**src/rtl/clkctl_pkg.sv**
```systemverilog
package clkctl_pkg;
  localparam int CODE_W = 3;
  localparam int WORD_W = 8;
  localparam logic [WORD_W-1:0] RST_WORD = 8'hC9;

  typedef struct packed {
    logic              lf_rc;
    logic              sys_rc;
    logic [CODE_W-1:0] tick;
    logic [CODE_W-1:0] clk;
  } ctl_word_t;

  // RC system source cannot deliver the undivided reference rate
  function automatic logic [CODE_W-1:0] clamp_code(input logic [CODE_W-1:0] c,
                                                   input logic sys_rc);
    if (sys_rc && c == '0) return CODE_W'(1);
    return c;
  endfunction
endpackage

```
**src/rtl/clkctl_src_sw.sv**
```systemverilog
module clkctl_src_sw #(
  parameter logic RST_VAL = 1'b1
) (
  input  logic clk,
  input  logic rst_n,
  input  logic req,
  input  logic allow,
  input  logic rdy_to1,
  input  logic rdy_to0,
  output logic cur,
  output logic nxt
);
  logic tgt_rdy;
  assign tgt_rdy = req ? rdy_to1 : rdy_to0;

  always_comb begin
    nxt = cur;
    if (allow && (req != cur) && tgt_rdy) nxt = req;
  end

  always_ff @(posedge clk or negedge rst_n) begin
    if (!rst_n) cur <= RST_VAL;
    else        cur <= nxt;
  end

  AST_WAIT_READY: assert property (@(posedge clk) disable iff (!rst_n)
    !tgt_rdy |=> $stable(cur));

  AST_NO_PERMIT_HOLD: assert property (@(posedge clk) disable iff (!rst_n)
    !allow |=> $stable(cur));
endmodule

```
**src/rtl/clkctl_strobe_gen.sv**
```systemverilog
module clkctl_strobe_gen #(
  parameter int CNT_W  = 8,
  parameter int CODE_W = 3,
  parameter int N_OUT  = 2
) (
  input  logic                           clk,
  input  logic                           rst_n,
  input  logic [N_OUT-1:0][CODE_W-1:0]   code,
  output logic [N_OUT-1:0]               stb
);
  logic [CNT_W-1:0] cnt;

  always_ff @(posedge clk or negedge rst_n) begin
    if (!rst_n) cnt <= '0;
    else        cnt <= cnt + 1'b1;
  end

  for (genvar g = 0; g < N_OUT; g++) begin : g_out
    logic [CNT_W-1:0] mask;
    assign mask   = ~({CNT_W{1'b1}} << code[g]);
    assign stb[g] = (cnt & mask) == mask;

    AST_FULL_RATE: assert property (@(posedge clk) disable iff (!rst_n)
      (code[g] == '0) |-> stb[g]);

    AST_SINGLE_PULSE: assert property (@(posedge clk) disable iff (!rst_n)
      (stb[g] && code[g] != '0) |=> (!stb[g] || code[g] != $past(code[g])));
  end
endmodule

```
**src/rtl/clkctl_top.sv**
```systemverilog
module clkctl_top
  import clkctl_pkg::*;
#(
  parameter int CNT_W = 8
) (
  input  logic       clk,
  input  logic       rst_n,
  input  logic       cmd_we,
  input  logic [7:0] cmd_wdata,
  input  logic       hf_xtal_rdy,
  input  logic       hf_rc_rdy,
  input  logic       lf_xtal_rdy,
  input  logic       lf_rc_rdy,
  output logic [7:0] status,
  output logic       busy,
  output logic       sys_stb,
  output logic       tick_stb
);
  ctl_word_t cmd_q, stat;
  logic sys_cur, sys_nxt, lf_cur, lf_nxt;
  logic [CODE_W-1:0] tick_q, clk_q;
  logic [1:0][CODE_W-1:0] codes;
  logic [1:0] stbs;

  always_ff @(posedge clk or negedge rst_n) begin
    if (!rst_n)      cmd_q <= ctl_word_t'(RST_WORD);
    else if (cmd_we) cmd_q <= ctl_word_t'(cmd_wdata);
  end

  clkctl_src_sw #(.RST_VAL(1'b1)) u_sys_sw (
    .clk(clk), .rst_n(rst_n), .req(cmd_q.sys_rc), .allow(1'b1),
    .rdy_to1(hf_rc_rdy), .rdy_to0(hf_xtal_rdy), .cur(sys_cur), .nxt(sys_nxt));

  // low-frequency source may only move while the RC runs the system
  clkctl_src_sw #(.RST_VAL(1'b1)) u_lf_sw (
    .clk(clk), .rst_n(rst_n), .req(cmd_q.lf_rc), .allow(sys_cur),
    .rdy_to1(lf_rc_rdy), .rdy_to0(lf_xtal_rdy), .cur(lf_cur), .nxt(lf_nxt));

  always_ff @(posedge clk or negedge rst_n) begin
    if (!rst_n) begin
      tick_q <= RST_WORD[5:3];
      clk_q  <= RST_WORD[2:0];
    end else begin
      tick_q <= clamp_code(cmd_q.tick, sys_nxt);
      clk_q  <= clamp_code(cmd_q.clk,  sys_nxt);
    end
  end

  assign stat   = '{lf_rc: lf_cur, sys_rc: sys_cur, tick: tick_q, clk: clk_q};
  assign status = stat;
  assign busy   = (cmd_q.sys_rc != sys_cur) || (cmd_q.lf_rc != lf_cur);

  assign codes = {tick_q, clk_q};

  clkctl_strobe_gen #(.CNT_W(CNT_W), .CODE_W(CODE_W), .N_OUT(2)) u_stb (
    .clk(clk), .rst_n(rst_n), .code(codes), .stb(stbs));

  assign sys_stb  = stbs[0];
  assign tick_stb = stbs[1];

  AST_CLAMP_CLK: assert property (@(posedge clk) disable iff (!rst_n)
    sys_cur |-> (clk_q != '0));

  AST_CLAMP_TICK: assert property (@(posedge clk) disable iff (!rst_n)
    sys_cur |-> (tick_q != '0));

  AST_IDLE_NOT_BUSY: assert property (@(posedge clk) disable iff (!rst_n)
    (!busy && !cmd_we) |=> !busy);
endmodule

```
**config.mk**
```make
export PLATFORM = sky130hd
export DESIGN_NAME = clkctl_top
export DESIGN_NICKNAME = d
export VERILOG_FILES = /design/src/rtl/clkctl_pkg.sv /design/src/rtl/clkctl_src_sw.sv /design/src/rtl/clkctl_strobe_gen.sv /design/src/rtl/clkctl_top.sv
export SDC_FILE = /design/constraint.sdc
export NUM_CORES = 1
export LEC_CHECK = 0
export ABC_AREA = 1
export BUFFER_PORTS_ARGS = -buffer_cell sky130_fd_sc_hd__buf_2
export CAP_MARGIN = 20
export CORE_MARGIN = 10
export CORE_UTILIZATION = 55
export CTS_CLUSTER_DIAMETER = 40
export CTS_CLUSTER_SIZE = 25
export DETAILED_ROUTE_END_ITERATION = 8
export PLACE_DENSITY = 0.81
export SLEW_MARGIN = 20
export SYNTH_ARGS = -nofsm -noshare
export SYNTH_HDL_FRONTEND = slang
export SYNTH_HIERARCHICAL = 1
export SYNTH_SLANG_ARGS = --single-unit
```
**constraint.sdc**
```tcl
create_clock -name clk -period 2.4 [get_ports clk]
set_input_delay 0.24 -clock clk [delete_from_list [all_inputs] [get_ports clk]]
set_output_delay 0.24 -clock clk [all_outputs]
set_load 0.02 [all_outputs]
```
==> metrics.md, run 1 <==
| Metric | Value |
|---|---|
| Status | completed |
| Vias per inst | 4.80 |
| Number of max-cap violations | 0 |
| Final RePlAce weighted congestion | 0.888 |
| Min-Delay Path Class | input pin to register |
| Synth area leader | dfrtp_1 |
| Via count | 892 |
| Comb pwr share | 21.2% |
| CTS tree | built |
| Max VDD drop | 0.444 mV |
| # fillers | 178 |
| Setup repair after global routing missed its margin | false |
| Syn avg cell area | 8.18 µm² |
| GR Overflow Total | 0 |
| Final HPWL DP | 1670 µm |
| GRT met3 Usage | 4.47% |
| Post-layout nets | 176 |
| Setup Viol. Count Final | 0 |
| Via count of the first global-routing pass | 891 |
| Core area | 1940 µm² |
| Synth unique cells | 17 |
| Hold Startpoint | cmd_wdata[6] |
| Worst path bufs/invs | 1 |
| Row cnt | 16 |
| First-pass GRT wire length | 3580 µm |
| Post-CTS setup buffers | 0 |
| Fin crit period | 1.58 ns |
| R2r startpoint | u_stb/cnt[1] |
| Total net switching power | 260 µW |
| Hold path depth | 3 |
| Crit path DAT | 1.34 ns |
| Delay-heaviest family, CP | flip-flops |
| Antenna violations before repair | 0 |
| Fin. max-slew vios | 0 |
| F_max | 633 MHz |
| Final core occ | 65.2% |
| CP endpoint kind | primary output |
| P per Cell Area | 651 nW/µm² |
| Reg2reg setup slack | 1.28 ns |
| Total GRT Usage | 10.4% |
| Die area | 4200 µm² |
| Reg2reg end | u_stb/cnt[6] |
| Proportion of netlist area held by the largest area contributor | 34.0% |
| # hold bufs at CTS | 1 |
| Sequential Power Share | 57.3% |
| Synth warn | 6 |
| Hold Path End | cmd_q[6] |
| Period utilization | 65.8% |
| Worst Setup Path Type | register to primary output |
| Layout cell share with drive strength beyond 1 | 25.8% |
| Drt first pass iters | 4 |
| Area contributors post-synth | dfrtp_1, dfstp_2, nand2_1, inv_1, nand3_1 |
| Largest net degree at the start of global routing | 24 |
| PostCTS Resize Cnt | 0 |
| CP max stage cell | dfrtp_1 |
| Drt total wl | 2110 µm |
| # DRC | 0 |
| Startpoint Class | register |
| Die extent in x | 64.8 µm |
| Clock root buffer | clkbuf_4 |
| Post-route clock skew | 0.00263 ns |
| CTS Sinks | 23 |
| Worst-path fanout max | 5 |
| Worst path cell trace | nand3_1 > nand2_1 > nand3_1 > nor2_1 > buf_2 |
| Clock transition at path regs | 0.12 ns |
| H-tree levels | 1 |
| Reg2reg path depth | 4 |
| Antenna viol nets, final | 0 |
| Sequential share of the synthesized area | 53.0% |
| Avg WL per Cell | 11.3 µm |
| Die Y | 64.8 µm |
| Pleak | 0.703 nW |
| Grt peak-use layer | met2 |
| Routing usage on met2 | 18.5% |
| Initial drt markers | 49 |
| I/O Buffers | 25 |
| Initial core utilization | 56.9% |
| Netlist Area Pre-Place | 1100 µm² |
| Total CTS buffers | 3 |
| Number of synthesized register bits | 23 |
| Clock share of power | 21.5% |
| Worst-skew pair later-pin latency | 0.30 ns |
| Clock tree buffer depth | 2 |
| Req. time, crit path | 2.16 ns |
| Mapped Cells | 135 |
| # diodes | 0 |
| Most used cell, CP | nand3_1 |
| Cell-internal power | 565 µW |
| Synth-to-layout area growth | 14.6% |
| Sw Ratio | 31.5% |
| Slowest Stage Delay on Critical Path | 0.47 ns |
| Met1 Track Usage GR | 11.1% |
| TNS Setup | 0 ns |
| IO Count | 26 |
| Endpoints failing hold | 0 |
## layer usage
metal | up-vias | routed length (µm)
met3 | 4 | 145
met5 | - | 0
met4 | 0 | 17
met2 | 33 | 1110
li1 | 450 | -
met1 | 405 | 828
## per-stage QoR
stage / power, mW / hold WS (ns) / worst slack (ns) / area (µm²) / std cells
2_1_floorplan: 0.604 / -0.0556 / 1.12 / 1110 / 136
3_3_place_gp: 0.649 / 0.232 / 1.20 / 1230 / 181
3_5_place_dp: 0.656 / 0.227 / 1.19 / 1230 / 181
4_1_cts: 0.836 / 0.122 / 0.816 / 1270 / 186
5_1_grt: 0.882 / 0.121 / 0.703 / 1270 / 186
6_report: 0.825 / 0.129 / 0.821 / 1270 / 186
## cells in the final DEF (no fill, tap or decap), drive strengths merged
| cell | instances |
|---|---|
| xnor2 | 1 |
| dfstp | 8 |
| ha | 1 |
| xor2 | 4 |
| conb | 2 |
| dfrtp | 15 |
| buf | 25 |
| clkinvlp | 1 |
| nand4 | 2 |
| dlygate4sd3 | 1 |
| inv | 24 |
| clkbuf | 3 |
| nand2 | 42 |
| o21ai | 8 |
| nor2 | 6 |
| nand3 | 16 |
## registers in the layout, indices dropped and copies added, names as in the netlist
signal	count
cmd_q	8
u_stb/cnt	7
clk_q	3
tick_q	3
u_lf_sw/cur	1
u_sys_sw/cur	1
## cells by family (layout without fill, tap and decap cells)
kind of cell | Yosys count | after routing | share of synthesized area (%)
other | 1 | 2 | 0.339
and+or+nand+nor | 66 | 66 | 26.0
xor gates and xnor gates | 5 | 5 | 3.96
buffers and inverters | 31 | 54 | 11.9
adders and majority gates | 1 | 1 | 1.13
DFF | 23 | 23 | 53.0
AOI/OAI and AO/OA | 8 | 8 | 3.62
## cells in the mapped netlist (all sizes together)
cell type / n
xor2: 4
dfrtp: 15
nand3: 16
clkbuf: 4
xnor2: 1
buf: 3
inv: 24
nand2: 42
nor2: 6
ha: 1
dfstp: 8
o21ai: 8
conb: 1
nand4: 2
## worst min-delay path, cell delays in order
cell	delay (ns)
buf_2	0.09
nand2_1	0.05
o21ai_0	0.06
## cell type report
class	count	area, µm²	area share [%]
timing repair buffer	26	135	10.7
multi-input combinational	82	392	30.9
clock buffer	3	22.5	1.78
sequential	23	586	46.2
clock inverter	1	7.51	0.593
inverter	24	90.1	7.11
tap	27	33.8	2.67
## power by group through the flow
stage	combinational (mW)	sequential [mW]	clock, mW
global route	0.202	0.479	0.202
CTS	0.179	0.473	0.185
detailed placement	0.177	0.479	0
finish	0.175	0.472	0.177
global placement	0.172	0.476	0
floorplan	0.117	0.487	0
## how the worst max path moves through the flow
stage                      start       end  slack (ns)  cells past startpoint
finish              u_stb/cnt[2]  tick_stb        0.82                      5
global route            clk_q[1]   sys_stb        0.70                      6
floorplan               clk_q[1]   sys_stb        1.12                      5
CTS                 u_stb/cnt[2]  tick_stb        0.82                      5
global placement       tick_q[0]  tick_stb        1.20                      6
detailed placement      clk_q[0]   sys_stb        1.19                      6
(Power assumes the default switching activity.)
==> inputs of run 2 (changes only) <==
- CORE_UTILIZATION: 55 -> 51
- PLACE_DENSITY: 0.81 -> 0.76
- clock period: 2.4 -> 1.65 ns (I/O delays scaled with it)
==> run 2 against run 1 <==
Effect of this change:
- combinational power rose by 44%
- power rose by 44%
- critical path depth rose by 1
- global-route usage fell by 0.63 points
- die area rose by 5.4%
- final cell count did not move
- utilization fell by 2.1 points
- first-iteration DRC count fell by 10%
- non-clock buffer count did not move
- critical path type unchanged
- largest power group unchanged
- highest routed layer unchanged
==> metrics.md, run 2 (synthesis gave the netlist of run 1 again) <==
| Metric | Value |
|---|---|
| Status | completed |
| F_max | 667 MHz |
| Period utilization | 90.8% |
| Drt total wl | 2050 µm (-2.4%) |
| Pleak | 0.704 nW (+0.15%) |
| Layout cell share with drive strength beyond 1 | 25.2% (-0.63 points) |
| Clock root buffer | clkbuf_4 |
| First-pass GRT wire length | 3460 µm (-3.3%) |
| GR Overflow Total | 0 (unchanged) |
| Synth-to-layout area growth | 14.3% |
| Via count | 861 (-3.5%) |
| Total power | 1.19 mW (+44%) |
| Sw Ratio | 30.8% (-0.76 points) |
| Post-layout nets | 176 (unchanged) |
| Reg2reg path depth | 4 (unchanged) |
| Commonest non-fill, non-tap cell in the layout | nand2_1 |
| Sequential Power Share | 57.8% (+0.5 points) |
| CTS tree | built |
| Setup Viol. Count Final | 0 (unchanged) |
| Worst-path fanout max | 5 (unchanged) |
| Clock tree buffer depth | 2 (unchanged) |
| Biggest register | cmd_q |
| Max reg flops | 8 (unchanged) |
| Drt first pass iters | 4 (unchanged) |
| Via count of the first global-routing pass | 849 (-4.7%) |
| Final RePlAce weighted congestion | 0.874 (-1.5%) |
| Core area | 2000 µm² (+3.1%) |
| Worst Setup Path Type | register to primary output |
| Fin crit period | 1.50 ns |
| Die Y | 66.5 µm (+2.7%) |
| CP endpoint kind | primary output |
| Worst-skew pair later-pin latency | 0.30 ns (about the same) |
| IO Count | 26 (unchanged) |
| Row cnt | 16 (unchanged) |
| Min-Delay Path Class | input pin to register |
| PostCTS Resize Cnt | 0 (unchanged) |
| Hold path depth | 3 (unchanged) |
| Largest registers | cmd_q: 8 flops, u_stb/cnt: 7 flops |
| Number of max-cap violations | 0 (unchanged) |
| Vias per inst | 4.63 (-3.5%) |
| Final HPWL DP | 1620 µm (-3.1%) |
| Setup repair after global routing missed its margin | false |
| Post-route clock skew | 0.00331 ns (+0.000684 ns) |
| Max VDD drop | 0.663 mV (+49%) |
| Total net switching power | 366 µW (+41%) |
| Commonest non-fill, non-tap cells in the layout | nand2_1, buf_2, inv_1 |
| Endpoints failing hold | 0 (unchanged) |
| Startpoint Class | register |
| Initial core utilization | 55.2% (-1.7 points) |
| CTS Sinks | 23 (unchanged) |
| Req. time, crit path | 1.48 ns (-0.68 ns) |
| Crit path DAT | 1.33 ns (about the same) |
| Cell-internal power | 823 µW (+46%) |
| # DRC | 0 (unchanged) |
| I/O Buffers | 25 (unchanged) |
| Comb pwr share | 21.2% (about the same) |
| TNS Setup | 0 ns (unchanged) |
| Antenna viol nets, final | 0 (unchanged) |
| Clock transition at path regs | 0.12 ns (about the same) |
| Avg WL per Cell | 11.0 µm (-2.4%) |
| Fin. max-slew vios | 0 (unchanged) |
| Total CTS buffers | 3 (unchanged) |
| # diodes | 0 (unchanged) |
| P per Cell Area | 942 nW/µm² (+45%) |
| Die extent in x | 66.5 µm (+2.7%) |
| Initial drt markers | 44 (-10%) |
| Clock share of power | 21.0% (-0.5 points) |
| Largest net degree at the start of global routing | 24 (unchanged) |
| Die area | 4430 µm² (+5.4%) |
| Total GRT Usage | 9.80% (-0.63 points) |
| Post-CTS setup buffers | 0 (unchanged) |
| Antenna violations before repair | 0 (unchanged) |
| H-tree levels | 1 (unchanged) |
-- run 2: changes by cell type in the layout (fill, tap and decap cells not counted), sizes merged --
cell      previous run  this run
clkinvlp             1         0
clkbuf               3         4
-- run 2: worst max-delay path, stage by stage, from the launching register on --
cell and delay [ns]:
dfstp_2 0.59, inv_1 0.05, nand2_1 0.05, nand3_1 0.06, nand3_1 0.08, nor2_1 0.05, buf_2 0.15
-- run 2: final timing paths --
path | startpoint | end | slack, ns
hold / removal | cmd_wdata[7] | cmd_q[7] | 0.05
max in group asynchronous | rst_n | clk_q[0] | 0.96
setup reg to reg | u_stb/cnt[1] | u_stb/cnt[6] | 0.56
min in group asynchronous | rst_n | u_stb/cnt[1] | 0.33
setup / recovery | tick_q[0] | tick_stb | 0.15
hold reg to reg | cmd_q[4] | tick_q[1] | 0.38
-- run 2: final cells by class --
type                       instances  area (µm²)
timing repair buffer              26         135
clock buffer                       4        26.3
inverter                          24        90.1
fill                             185         739
multi-input combinational         82         392
tap                               27        33.8
sequential                        23         586
-- run 2: timing repair --
action	CTS	global route
hold buffers	1	0
hold endpoints to repair	15	0
endpoints found under the setup margin	0	0
-- run 2: per-layer routing --
metal  GRT usage, %  vias up  share of wire [%]
met1           10.7      375                 45
met5              0        -                  0
met3           3.51        5                6.4
met4           3.93        0                1.9
li1               -      449                  -
met2           16.7       32                 47
-- run 2: power by group through the flow --
stage	clock, mW	combinational [mW]	sequential [mW]
final	0.249	0.252	0.688
after global routing	0.280	0.288	0.696
after CTS	0.264	0.258	0.689
after detailed placement	0	0.255	0.698
after global placement	0	0.252	0.694
after floorplan	0	0.171	0.708
-- run 2: stage by stage --
stage | setup WS, ns | instance area (µm²) | hold WS, ns | std cells | util, %
after floorplan | 0.442 | 1110 | -0.131 | 136 | -
after global placement | 0.522 | 1230 | 0.155 | 181 | 61.3
after detailed placement | 0.492 | 1230 | 0.153 | 181 | 61.3
after CTS | 0.136 | 1260 | 0.0415 | 186 | 63.1
after global routing | 0.0162 | 1260 | 0.0436 | 186 | 63.1
final | 0.152 | 1260 | 0.0535 | 186 | 63.1
